`config.mk`:
```
export PLATFORM = sky130hd
export DESIGN_NAME = async_dac_rx
export DESIGN_NICKNAME = d
export VERILOG_FILES = /design/src/rtl/async_dac_rx.sv
export SDC_FILE = /design/constraint.sdc
export NUM_CORES = 1
export LEC_CHECK = 0
export CORE_ASPECT_RATIO = 0.7
export CORE_MARGIN = 3
export CORE_UTILIZATION = 62
export DETAILED_ROUTE_END_ITERATION = 8
export DONT_BUFFER_PORTS = 1
export GPL_ROUTABILITY_DRIVEN = 1
export GPL_TIMING_DRIVEN = 0
export PLACE_DENSITY = 0.84
export SLEW_MARGIN = 15
export SYNTH_ARGS = -nofsm -noshare
export SYNTH_HDL_FRONTEND = slang
export SYNTH_SLANG_ARGS = --single-unit
export TNS_END_PERCENT = 1
```
`constraint.sdc`:
```
create_clock -name clk -period 2.3 [get_ports clk]
set_input_delay 0.46 -clock clk [delete_from_list [all_inputs] [get_ports clk]]
set_output_delay 0.46 -clock clk [all_outputs]
set_load 0.05 [all_outputs]
```
`src/rtl/async_dac_rx.sv`:
```
module async_dac_rx #(
  parameter int DATA_W = 16,
  parameter int OVS    = 16,
  parameter int SYNC   = 2
) (
  input  logic              clk,
  input  logic              rst_n,
  input  logic              async_en,
  input  logic              rx_line,
  output logic [DATA_W-1:0] dac_word,
  output logic              load_pulse,
  output logic              ferr_out
);
  localparam int CW   = $clog2(OVS);
  localparam int BW   = (DATA_W > 1) ? $clog2(DATA_W) : 1;
  localparam int HALF = OVS / 2;

  typedef enum logic [2:0] {S_IDLE, S_START, S_DATA, S_STOP, S_ERR, S_WAIT} st_t;

  st_t              state;
  logic [CW-1:0]    cnt;
  logic [BW-1:0]    bit_idx;
  logic [DATA_W-1:0] shreg;
  logic [SYNC-1:0]  sync_q;
  logic             rx_d;
  logic             rx_s;

  assign rx_s     = sync_q[SYNC-1];
  assign ferr_out = (state == S_ERR);

  wire bit_end  = (cnt == CW'(OVS-1));
  wire half_end = (cnt == CW'(HALF-1));

  always_ff @(posedge clk or negedge rst_n) begin
    if (!rst_n) begin
      state      <= S_IDLE;
      cnt        <= '0;
      bit_idx    <= '0;
      shreg      <= '0;
      dac_word   <= '0;
      load_pulse <= 1'b0;
      sync_q     <= '1;
      rx_d       <= 1'b1;
    end else begin
      sync_q     <= {sync_q[SYNC-2:0], rx_line};
      rx_d       <= rx_s;
      load_pulse <= 1'b0;
      if (!async_en) begin
        state <= S_IDLE;
        cnt   <= '0;
      end else begin
        case (state)
          S_IDLE: begin
            cnt <= '0;
            if (rx_d && !rx_s) state <= S_START;
          end
          S_START: begin
            if (half_end) begin
              cnt     <= '0;
              bit_idx <= '0;
              state   <= rx_s ? S_IDLE : S_DATA;
            end else begin
              cnt <= cnt + 1'b1;
            end
          end
          S_DATA: begin
            if (bit_end) begin
              cnt   <= '0;
              shreg <= {shreg[DATA_W-2:0], rx_s};
              if (bit_idx == BW'(DATA_W-1)) state <= S_STOP;
              else bit_idx <= bit_idx + 1'b1;
            end else begin
              cnt <= cnt + 1'b1;
            end
          end
          S_STOP: begin
            if (bit_end) begin
              cnt <= '0;
              if (rx_s) begin
                dac_word   <= shreg;
                load_pulse <= 1'b1;
                state      <= S_IDLE;
              end else begin
                state <= S_ERR;
              end
            end else begin
              cnt <= cnt + 1'b1;
            end
          end
          S_ERR: begin
            if (bit_end) begin
              cnt   <= '0;
              state <= S_WAIT;
            end else begin
              cnt <= cnt + 1'b1;
            end
          end
          S_WAIT: begin
            cnt <= '0;
            if (rx_s) state <= S_IDLE;
          end
          default: state <= S_IDLE;
        endcase
      end
    end
  end
endmodule

```
## Word level (Yosys, flattened, before mapping)

Cells that the tools add are included.
Widths: inputs -> output; s select.

| cells by class | value |
|---|---|
| add/subtract/negate cells | 2 |
| equality and inequality tests | 19 |
| mux-type cells | 23 |
| reduce and logical (&&, ||, !) cells | 10 |

Operators by type and width:

| kind | count |
|---|---|
| $mux 3 | 9 |
| $mux 4 | 6 |
| $ne 3x3->1 const B | 6 |
| $pmux 3 s6 | 1 |
| $pmux 4 s3 | 1 |
| $add 4x1->4 const B | 2 |
| $eq 4x4->1 const B | 2 |
| $pmux 4 s2 | 1 |
| $reduce_and 7->1 | 1 |
| $eq 3x2->1 const B | 2 |
| $eq 3x3->1 const B | 2 |
| $ne 2x2->1 const B | 3 |
| $reduce_and 5->1 | 1 |
| $eq 4x3->1 const B | 1 |
| $mux 1 | 4 |
| $ne 4x3->1 const B | 1 |
| $reduce_and 4->1 | 1 |
| $eq 3x1->1 const B | 1 |
| $logic_not 3->1 | 1 |
| $ne 3x2->1 const B | 1 |
| $reduce_and 3->1 | 1 |
| $reduce_or 3->1 | 1 |
| $mux 2 | 1 |
| $reduce_bool 2->1 | 1 |
| 3 further kinds | 3 |

| word-level totals | value |
|---|---|
| flip-flop bits (word level) | 47 |
| bits of input ports | 4 |
| word-level logic and storage cells | 62 |

## Depth between registers and ports, before layout

Gate-level depths: netlist of run 1.

| logic depth | value |
|---|---|
| word-level depth | 5 |
| gate-level depth with buffers | 6 |

## Least setup slack after synthesis of run 1

OpenSTA, ideal clock, no wires.

| path | value |
|---|---|
| path kind | flip-flop to output port |
| from | register state[2] |
| to | output port ferr_out |
| arrival | 1.349 ns |
| setup slack | 0.491 ns |
| cell stages (with the launch flop) | 4 |
| cells stage by stage | dfrtp_1 clkbuf_1 nand2b_1 nor2_1 |

| on the way | value |
|---|---|
| longest elaborated chain between the ends | 1 |

RTL lines:

| element | line | RTL |
|---|---|---|
| start: declaration | 20 | `st_t state;` |
| start signal: assignment | 61 | `state <= rx_s ? S_IDLE : S_DATA;` |
| $eq 3x3->1 | 29 | `assign ferr_out = (state == S_ERR);` |
| end: declaration | 12 | `output logic ferr_out` |

No other way between the ends.

## Worst setup path after layout of run 1

Ends and elaborated chain as after synthesis.

==> results of run 1 <==
power breakdown:
| group | leakage, uW | switching [uW] | internal (uW) |
|---|---|---|---|
| Combinational | 0.000412 | 41.0 | 23.5 |
| Sequential | 0.000640 | 11.9 | 838 |
| Clock | 0.0000548 | 279 | 327 |
| Total | 0.00111 | 332 | 1190 |
flip-flops by register name, summed over array words and instances (netlist names):
name	count
bit_idx	4
cnt	4
dac_word	16
load_pulse	1
rx_d	1
shreg	16
state	3
sync_q	2
worst register-to-register path: cells and delay by family (launching register included):
| kind | cells | cell delay [ns] |
|---|---|---|
| flops | 1 | 0.49 |
| simple gates | 2 | 0.61 |
| buf+inv | 2 | 0.38 |
| mux | 1 | 0.37 |
logic make-up (layout without fill, tap and decap cells):
family / Yosys count / after routing / share of synthesized area
compound gates: 34 / 34 / 0.113
fa+ha+maj: 2 / 2 / 0.0116
buf+inv: 15 / 24 / 0.0395
flops: 47 / 47 / 0.548
mux: 32 / 32 / 0.167
simple gates: 43 / 43 / 0.121
synthesized netlist by cell type, drive strengths merged, types with 2 or more instances:
| cell | number |
|---|---|
| nor2 | 5 |
| nor2b | 2 |
| clkbuf | 6 |
| and4b | 2 |
| nand3 | 6 |
| o21ai | 5 |
| a21o | 2 |
| o22ai | 3 |
| a31oi | 3 |
| o21a | 2 |
| mux2 | 32 |
| dfrtp | 44 |
| a2111oi | 2 |
| a21boi | 2 |
| nand2b | 5 |
| and3 | 3 |
| ha | 2 |
| nand2 | 9 |
| a21oi | 7 |
| dfstp | 3 |
| buf | 6 |
| nor3b | 2 |
| inv | 3 |
| o2111ai | 2 |
routing by layer:
layer | part of all wire | GRT usage
met5 | 0 | 0
met4 | 0.0029 | 0.0388
met3 | 0.060 | 0.0717
met2 | 0.47 | 0.347
met1 | 0.46 | 0.278
stage by stage:
stage	util	power [uW]	instances	worst slack, ns
2_1_floorplan	-	897	173	0.491
3_3_place_gp	0.685	904	220	0.331
3_5_place_dp	0.685	910	220	0.318
4_1_cts	0.729	1530	229	0.212
5_1_grt	0.729	1580	229	0.0900
6_report	0.729	1520	229	0.190
path summary, 6_finish.rpt:
check                               start         to  slack (ns)  cells past startpoint
worst max-delay path             state[2]   ferr_out        0.19                      3
worst min-delay path                rst_n     cnt[3]       0.002                      1
worst max register to register   state[0]  shreg[14]        0.35                      5
worst min register to register  sync_q[0]  sync_q[1]        0.36                      0
max in group asynchronous           rst_n       rx_d        2.03                      1
min in group clk                  rx_line  sync_q[0]        0.16                      0
cell type report:
class                           instances  area share
Clock buffer                            5      0.0292
Sequential cell                        47       0.500
Tap cell                               47      0.0249
Clock inverter                          3      0.0196
Multi-Input combinational cell        111       0.378
Inverter                                3     0.00477
Buffer                                 12      0.0313
Timing Repair Buffer                    1      0.0117
timing repair:
action	in CTS	in global routing
endpoints found under the hold margin	47	0
gates resized for setup	1	0
setup endpoints to repair	1	0
hold buffers	1	0
cells in the final DEF (no fill, tap or decap), types with 2 or more instances in the layout:
cell type,netlist,layout
a21boi_0,2,2
a21o_1,2,2
a21oi_1,7,7
a31oi_1,3,3
and3_1,2,2
and4b_1,2,2
buf_4,3,3
buf_6,2,2
clkbuf_1,5,5
clkbuf_8,0,5
dfrtp_1,44,44
dfstp_2,3,3
ha_1,2,2
inv_1,3,3
mux2_2,32,32
nand2_1,9,9
nand2b_1,5,5
nand3_1,6,6
nor2_1,4,3
nor2b_1,2,2
nor3b_1,2,2
o21a_1,2,2
o21ai_0,4,4
o22ai_1,3,3
==> flow_summary.html, run 1 <==
<table>
<tr><th>Metric</th><th>Value</th></tr>
<tr><th colspan="2">Run status</th></tr>
<tr><td>Run status</td><td>finished clean</td></tr>
<tr><th colspan="2">Drt</th></tr>
<tr><td>Detailed Routing Iterations Pass 1</td><td>4</td></tr>
<tr><td>Routed wire length</td><td>between 4 and 5 mm</td></tr>
<tr><td>Wire length per cell after detailed routing</td><td>around 18 microns</td></tr>
<tr><td>Vias per Instance</td><td>6.29</td></tr>
<tr><td>Routed Antenna Nets</td><td>0</td></tr>
<tr><td>DR vias</td><td>between 1,000 and 1,500</td></tr>
<tr><td>DRC violation count after routing</td><td>0</td></tr>
<tr><td>DRC marker count from the first detailed-route iteration</td><td>approximately 120</td></tr>
<tr><th colspan="2">Placement</th></tr>
<tr><td>IO buf count</td><td>0</td></tr>
<tr><td>Half-perimeter wire length after placement</td><td>2.82 mm</td></tr>
<tr><td>Dpl cell area</td><td>2210 sq um</td></tr>
<tr><td>Final weighted congestion in routability-driven placement</td><td>0.773</td></tr>
<tr><th colspan="2">Synthesis</th></tr>
<tr><td>Per-instance average area after synthesis</td><td>12.5 sq um</td></tr>
<tr><td>Count of mapped cells out of synthesis</td><td>173</td></tr>
<tr><td>Post-synth ARST share</td><td>1.00</td></tr>
<tr><td>Cell area after synthesis</td><td>around 2200 sq um</td></tr>
<tr><td>Synth warn</td><td>0</td></tr>
<tr><td>Synth cell types</td><td>between 40 and 50</td></tr>
<tr><td>Top cell type's share of synthesized area</td><td>0.511</td></tr>
<tr><td>Largest cells by area after synthesis</td><td>dfrtp_1, mux2_2, dfstp_2</td></tr>
<tr><td>Sequential element share of the synthesized area</td><td>0.548</td></tr>
<tr><td>Net Count, Synth</td><td>about 180</td></tr>
<tr><td>Number of storage elements in the synthesis netlist</td><td>47</td></tr>
<tr><td>Primary flip-flop cell chosen by synthesis mapping</td><td>dfrtp_1</td></tr>
<tr><td>Yosys top cell by area</td><td>dfrtp_1</td></tr>
<tr><td>EDFF count, synth</td><td>0</td></tr>
<tr><th colspan="2">Worst setup path</th></tr>
<tr><td>Kind of end point of the critical path</td><td>output pin</td></tr>
<tr><td>Cells along the critical path</td><td>clkbuf_1 &gt; nand2b_1 &gt; nor2_2</td></tr>
<tr><td>Worst stage delay on the critical path</td><td>0.48 ns</td></tr>
<tr><td>Startpoint kind of the worst setup timing path</td><td>flip-flop</td></tr>
<tr><td>Buf/Inv on CP</td><td>1</td></tr>
<tr><td>CP Data Required Time</td><td>around 1.8 ns</td></tr>
<tr><td>Crit path max-delay cell type</td><td>nor2_2</td></tr>
<tr><td>Arrival time at the worst endpoint</td><td>~1.7 ns</td></tr>
<tr><td>Maximum fanout along the worst path</td><td>10</td></tr>
<tr><td>Critical path class</td><td>reg2out</td></tr>
<tr><td>Cell type group with the largest total delay on the critical path</td><td>simple AND/OR/NAND/NOR gates</td></tr>
<tr><th colspan="2">Die</th></tr>
<tr><td>Area of the core</td><td>about 3200 sq um</td></tr>
<tr><td>Height of the chip</td><td>between 50 and 60 microns</td></tr>
<tr><td>Overall die width</td><td>76.5 microns</td></tr>
<tr><td># IOs</td><td>22</td></tr>
<tr><td>Standard-cell rows</td><td>17</td></tr>
<tr><td>Die Outline Area</td><td>around 4200 sq um</td></tr>
<tr><td>Initial Utilization</td><td>0.666</td></tr>
<tr><th colspan="2">Timing</th></tr>
<tr><td>Timing-limited maximum frequency</td><td>~470 MHz</td></tr>
<tr><td>Final worst hold slack</td><td>between 0.002 and 0.0025 ns</td></tr>
<tr><td>Final clock period utilization by the worst path</td><td>0.918</td></tr>
<tr><td>Unrepaired setup endpoints after global routing</td><td>no</td></tr>
<tr><td>Final worst path period need</td><td>approximately 2.1 ns</td></tr>
<tr><td>Number of endpoints failing setup at the final stage</td><td>0</td></tr>
<tr><td>Worst Skew</td><td>0.00845 ns</td></tr>
<tr><td>Final Max Slew Viols</td><td>0</td></tr>
<tr><td>Transition time at the pin with the least slew margin</td><td>roughly 0.57 ns</td></tr>
<tr><td>Hold violation count in the final report</td><td>0</td></tr>
<tr><td>Tightest slew margin relative to the limit</td><td>0.620</td></tr>
<tr><td>Setup TNS after final layout</td><td>0 ns</td></tr>
<tr><th colspan="2">Layout</th></tr>
<tr><td>Fraction of layout cells with a size suffix above 1</td><td>0.308</td></tr>
<tr><td>Post-layout net count</td><td>between 150 and 200</td></tr>
<tr><td>Antenna diode instance count</td><td>0</td></tr>
<tr><td>FF/Latch Area</td><td>roughly 1200 sq um</td></tr>
<tr><td>Area used by multi-input combinational logic</td><td>approximately 900 sq um</td></tr>
<tr><td>Final std cell area, no fill</td><td>between 2000 and 2500 sq um</td></tr>
<tr><td>Final-layout fill cell count</td><td>between 200 and 250</td></tr>
<tr><td>Area added between synthesis and finish</td><td>9.47%</td></tr>
<tr><th colspan="2">GRT</th></tr>
<tr><td>Wire length of the first global-routing pass</td><td>approximately 7.1 mm</td></tr>
<tr><td>Number of global-route vias before repair</td><td>around 1,500</td></tr>
<tr><td>Maximum number of pins on one net before global-route repair</td><td>48</td></tr>
<tr><td>Number of antenna violations at the first check in global routing</td><td>0</td></tr>
<tr><td>Grt ovf</td><td>0</td></tr>
<tr><td>Overall routing resource usage</td><td>0.212</td></tr>
<tr><th colspan="2">Flow run</th></tr>
<tr><td>Max_cap viols</td><td>0</td></tr>
<tr><th colspan="2">Power and ir drop</th></tr>
<tr><td>Static leakage power</td><td>approximately 0.0011 uW</td></tr>
<tr><td>Peak supply drop</td><td>roughly 0.55 mV</td></tr>
<tr><td>Power per unit of standard cell area</td><td>between 600 and 700 nW/um^2</td></tr>
<tr><th colspan="2">Clock tree</th></tr>
<tr><td>Num CTS Buffers</td><td>5</td></tr>
<tr><td>Setup Fix Bufs, Post-CTS</td><td>0</td></tr>
<tr><td>Buffer type at the clock tree root</td><td>clkbuf_8</td></tr>
<tr><td>Maximum buffer depth of the clock tree</td><td>2</td></tr>
<tr><td>H-tree levels</td><td>2</td></tr>
<tr><td>TritonCTS clock tree</td><td>yes</td></tr>
<tr><td>Clock slew seen by the registers of the worst setup and hold paths</td><td>0.09 ns</td></tr>
<tr><td>Number of clock sinks</td><td>between 40 and 50</td></tr>
<tr><td>Clock latency on the worst-skew pair</td><td>between 0.2 and 0.3 ns</td></tr>
<tr><th colspan="2">Worst hold path</th></tr>
<tr><td>Class of the tightest hold or removal check</td><td>in2async</td></tr>
</table>
No activity file was read; power rests on OpenSTA's default activity.
==> run 2: changes to the inputs <==
--- a/config.mk
+++ b/config.mk
@@ -5,7 +5,7 @@
 export SDC_FILE = /design/constraint.sdc
 export NUM_CORES = 1
 export LEC_CHECK = 0
-export CORE_ASPECT_RATIO = 0.7
+export CORE_ASPECT_RATIO = 0.9
 export CORE_MARGIN = 3
 export CORE_UTILIZATION = 62
 export DETAILED_ROUTE_END_ITERATION = 8
==> flow_summary.html, run 2 (synthesis results as in run 1) <==
<table>
<tr><th>Metric</th><th>Value</th></tr>
<tr><th colspan="2">Run status</th></tr>
<tr><td>Run status</td><td>finished clean</td></tr>
<tr><th colspan="2">Drt</th></tr>
<tr><td>Routed Antenna Nets</td><td>0</td></tr>
<tr><td>DR vias</td><td>1,398</td></tr>
<tr><td>Wire length per cell after detailed routing</td><td>17.3 microns</td></tr>
<tr><td>Vias per Instance</td><td>slightly above 6</td></tr>
<tr><td>Uppermost layer routed</td><td>met4</td></tr>
<tr><td>Detailed Routing Iterations Pass 1</td><td>4</td></tr>
<tr><td>Met1 wire length</td><td>around 1.7 mm</td></tr>
<tr><td>DRC marker count from the first detailed-route iteration</td><td>57</td></tr>
<tr><td>Routed wire length</td><td>just under 4 mm</td></tr>
<tr><td>Wire length on met3</td><td>between 200 and 250 microns</td></tr>
<tr><td>DRC violation count after routing</td><td>0</td></tr>
<tr><td>Wire length on met2</td><td>1.92 mm</td></tr>
<tr><th colspan="2">GRT</th></tr>
<tr><td>Overall routing resource usage</td><td>0.213</td></tr>
<tr><td>Number of antenna violations at the first check in global routing</td><td>0</td></tr>
<tr><td>Wire length of the first global-routing pass</td><td>6.51 mm</td></tr>
<tr><td>Number of global-route vias before repair</td><td>1,407</td></tr>
<tr><td>Maximum number of pins on one net before global-route repair</td><td>48</td></tr>
<tr><td>Grt ovf</td><td>0</td></tr>
<tr><th colspan="2">Timing</th></tr>
<tr><td>Unrepaired setup endpoints after global routing</td><td>no</td></tr>
<tr><td>Final worst path period need</td><td>roughly 2.1 ns</td></tr>
<tr><td>Transition time at the pin with the least slew margin</td><td>roughly 0.55 ns</td></tr>
<tr><td>Hold violation count in the final report</td><td>0</td></tr>
<tr><td>Final Max Slew Viols</td><td>0</td></tr>
<tr><td>Setup TNS after final layout</td><td>0 ns</td></tr>
<tr><td>Number of endpoints failing setup at the final stage</td><td>0</td></tr>
<tr><td>Final clock period utilization by the worst path</td><td>0.929</td></tr>
<tr><td>Timing-limited maximum frequency</td><td>468 MHz</td></tr>
<tr><td>Tightest slew margin relative to the limit</td><td>0.632</td></tr>
<tr><td>Worst Skew</td><td>slightly below 0.008 ns</td></tr>
<tr><th colspan="2">Power and ir drop</th></tr>
<tr><td>Power per unit of standard cell area</td><td>611 nW/um^2</td></tr>
<tr><td>Fraction of power spent switching nets</td><td>0.227</td></tr>
<tr><td>Power Internal</td><td>roughly 1100 uW</td></tr>
<tr><td>Part of the total power dissipated in the clock network</td><td>0.362</td></tr>
<tr><td>Net switching power</td><td>between 300 and 400 uW</td></tr>
<tr><td>Overall power after layout</td><td>around 1400 uW</td></tr>
<tr><td>Sequential share of power</td><td>0.593</td></tr>
<tr><td>Static leakage power</td><td>0.00110 uW</td></tr>
<tr><td>Peak supply drop</td><td>roughly 0.57 mV</td></tr>
<tr><td>Power share of the combinational group</td><td>0.045</td></tr>
<tr><th colspan="2">Clock tree</th></tr>
<tr><td>Clock slew seen by the registers of the worst setup and hold paths</td><td>approximately 0.08 ns</td></tr>
<tr><td>H-tree levels</td><td>2</td></tr>
<tr><td>Buffer type at the clock tree root</td><td>clkbuf_8</td></tr>
<tr><td>Number of clock sinks</td><td>between 40 and 50</td></tr>
<tr><td>TritonCTS clock tree</td><td>yes</td></tr>
<tr><td>Setup Fix Bufs, Post-CTS</td><td>0</td></tr>
<tr><td>Num CTS Buffers</td><td>5</td></tr>
<tr><td>Clock latency on the worst-skew pair</td><td>0.30 ns</td></tr>
<tr><td>Maximum buffer depth of the clock tree</td><td>2</td></tr>
<tr><th colspan="2">Worst setup path</th></tr>
<tr><td>Kind of end point of the critical path</td><td>output pin</td></tr>
<tr><td>Crit. Startpoint</td><td>state[2]</td></tr>
<tr><td>Maximum fanout along the worst path</td><td>10</td></tr>
<tr><td>Cell type group with the largest total delay on the critical path</td><td>simple AND/OR/NAND/NOR gates</td></tr>
<tr><td>Critical path class</td><td>reg2out</td></tr>
<tr><td>Crit Reg-Reg Startpoint</td><td>state[0]</td></tr>
<tr><td>Buf/Inv on CP</td><td>1</td></tr>
<tr><td>Startpoint kind of the worst setup timing path</td><td>flip-flop</td></tr>
<tr><td>Crit path max-delay cell type</td><td>nor2_2</td></tr>
<tr><td>Worst stage delay on the critical path</td><td>approximately 0.47 ns</td></tr>
<tr><td>CP Data Required Time</td><td>1.84 ns</td></tr>
<tr><td>Cells along the critical path</td><td>clkbuf_1 &gt; nand2b_1 &gt; nor2_2</td></tr>
<tr><td>Arrival time at the worst endpoint</td><td>1.68 ns</td></tr>
<tr><th colspan="2">Layout</th></tr>
<tr><td>Most frequent standard cell in the layout excluding fill and tap cells</td><td>dfrtp_1</td></tr>
<tr><td>Post-layout net count</td><td>about 190</td></tr>
<tr><td>Antenna diode instance count</td><td>0</td></tr>
<tr><td>Area added between synthesis and finish</td><td>8.89%</td></tr>
<tr><td>Commonest non-fill, non-tap cells in the layout</td><td>dfrtp_1, mux2_2, nand2_1</td></tr>
<tr><td>Top Registers</td><td>dac_word: 16 flops, shreg: 16 flops</td></tr>
<tr><td>Fraction of layout cells with a size suffix above 1</td><td>0.306</td></tr>
<tr><th colspan="2">Placement</th></tr>
<tr><td>Half-perimeter wire length after placement</td><td>between 2 and 3 mm</td></tr>
<tr><td>Final weighted congestion in routability-driven placement</td><td>roughly 0.87</td></tr>
<tr><td>IO buf count</td><td>0</td></tr>
<tr><th colspan="2">Worst hold path</th></tr>
<tr><td>Class of the tightest hold or removal check</td><td>in2reg</td></tr>
<tr><td>Origin of the worst min-delay path</td><td>rx_line</td></tr>
<tr><th colspan="2">Die</th></tr>
<tr><td>Height of the chip</td><td>61.9 microns</td></tr>
<tr><td># IOs</td><td>22</td></tr>
<tr><td>Standard-cell rows</td><td>19</td></tr>
<tr><td>Overall die width</td><td>between 60 and 70 microns</td></tr>
<tr><td>Initial Utilization</td><td>0.676</td></tr>
<tr><td>Area of the core</td><td>roughly 3200 sq um</td></tr>
<tr><td>Die Outline Area</td><td>4220 sq um</td></tr>
<tr><th colspan="2">Flow run</th></tr>
<tr><td>Max_cap viols</td><td>0</td></tr>
</table>
run 2: changes by cell type in the layout (fill, tap and decap cells not counted), sizes merged:
cell	previous run	this run
inv	4	3
clkbuf	11	12
clkinv	0	1
bufinv	1	0
dlygate4sd3	0	1
run 2: final cells by class:
type                       instances  area, sq um
buffer                            12         73.8
clock buffer                       6         82.6
clock inverter                     2         16.3
fill                             210          840
inverter                           3         11.3
multi-input combinational        111          892
sequential                        47         1180
tap                               42         52.6
timing repair buffer               2         37.5
run 2: worst paths after layout:
| kind | slack (ns) | end | cells after the start |
|---|---|---|---|
| worst max-delay path | 0.16 | ferr_out | 3 |
| worst min-delay path | 0.15 | sync_q[0] | 0 |
| worst max register to register | 0.34 | shreg[11] | 5 |
| worst min register to register | 0.36 | sync_q[1] | 0 |
| max in group asynchronous | 1.37 | sync_q[1] | 2 |
| min in group asynchronous | 0.65 | cnt[2] | 2 |
run 2: power groups by stage:
stage	Clock [uW]	Combinational [uW]	Sequential, uW
after global placement	0	39.6	864
after detailed placement	0	42.2	866
final	518	64.9	850
after global routing	563	74.4	851
after floorplan	0	34.4	862
after CTS	533	65.3	849
run 2: per-layer routing:
| metal | GRT usage | vias up |
|---|---|---|
| met5 | 0 | - |
| met4 | 0.0822 | 0 |
| met3 | 0.0594 | 11 |
| met2 | 0.352 | 44 |
| met1 | 0.270 | 695 |
| li1 | - | 648 |
run 2: stage by stage:
| stage | std cells | hold WS [ns] | util | worst slack (ns) | cell area [sq um] |
|---|---|---|---|---|---|
| global route | 225 | 0.135 | 0.736 | 0.0916 | 2350 |
| finish | 225 | 0.150 | 0.736 | 0.164 | 2350 |
| CTS | 225 | 0.144 | 0.736 | 0.192 | 2350 |
| detailed placement | 215 | 0.166 | 0.693 | 0.298 | 2210 |
| global placement | 215 | 0.166 | 0.693 | 0.347 | 2210 |
| floorplan | 173 | 0.164 | - | 0.491 | 2150 |
run 2: repair_timing:
action,4_1_cts,5_1_grt
gates resized for setup,1,0
endpoints found under the hold margin,47,0
endpoints found under the setup margin,1,0
hold buffers,2,0
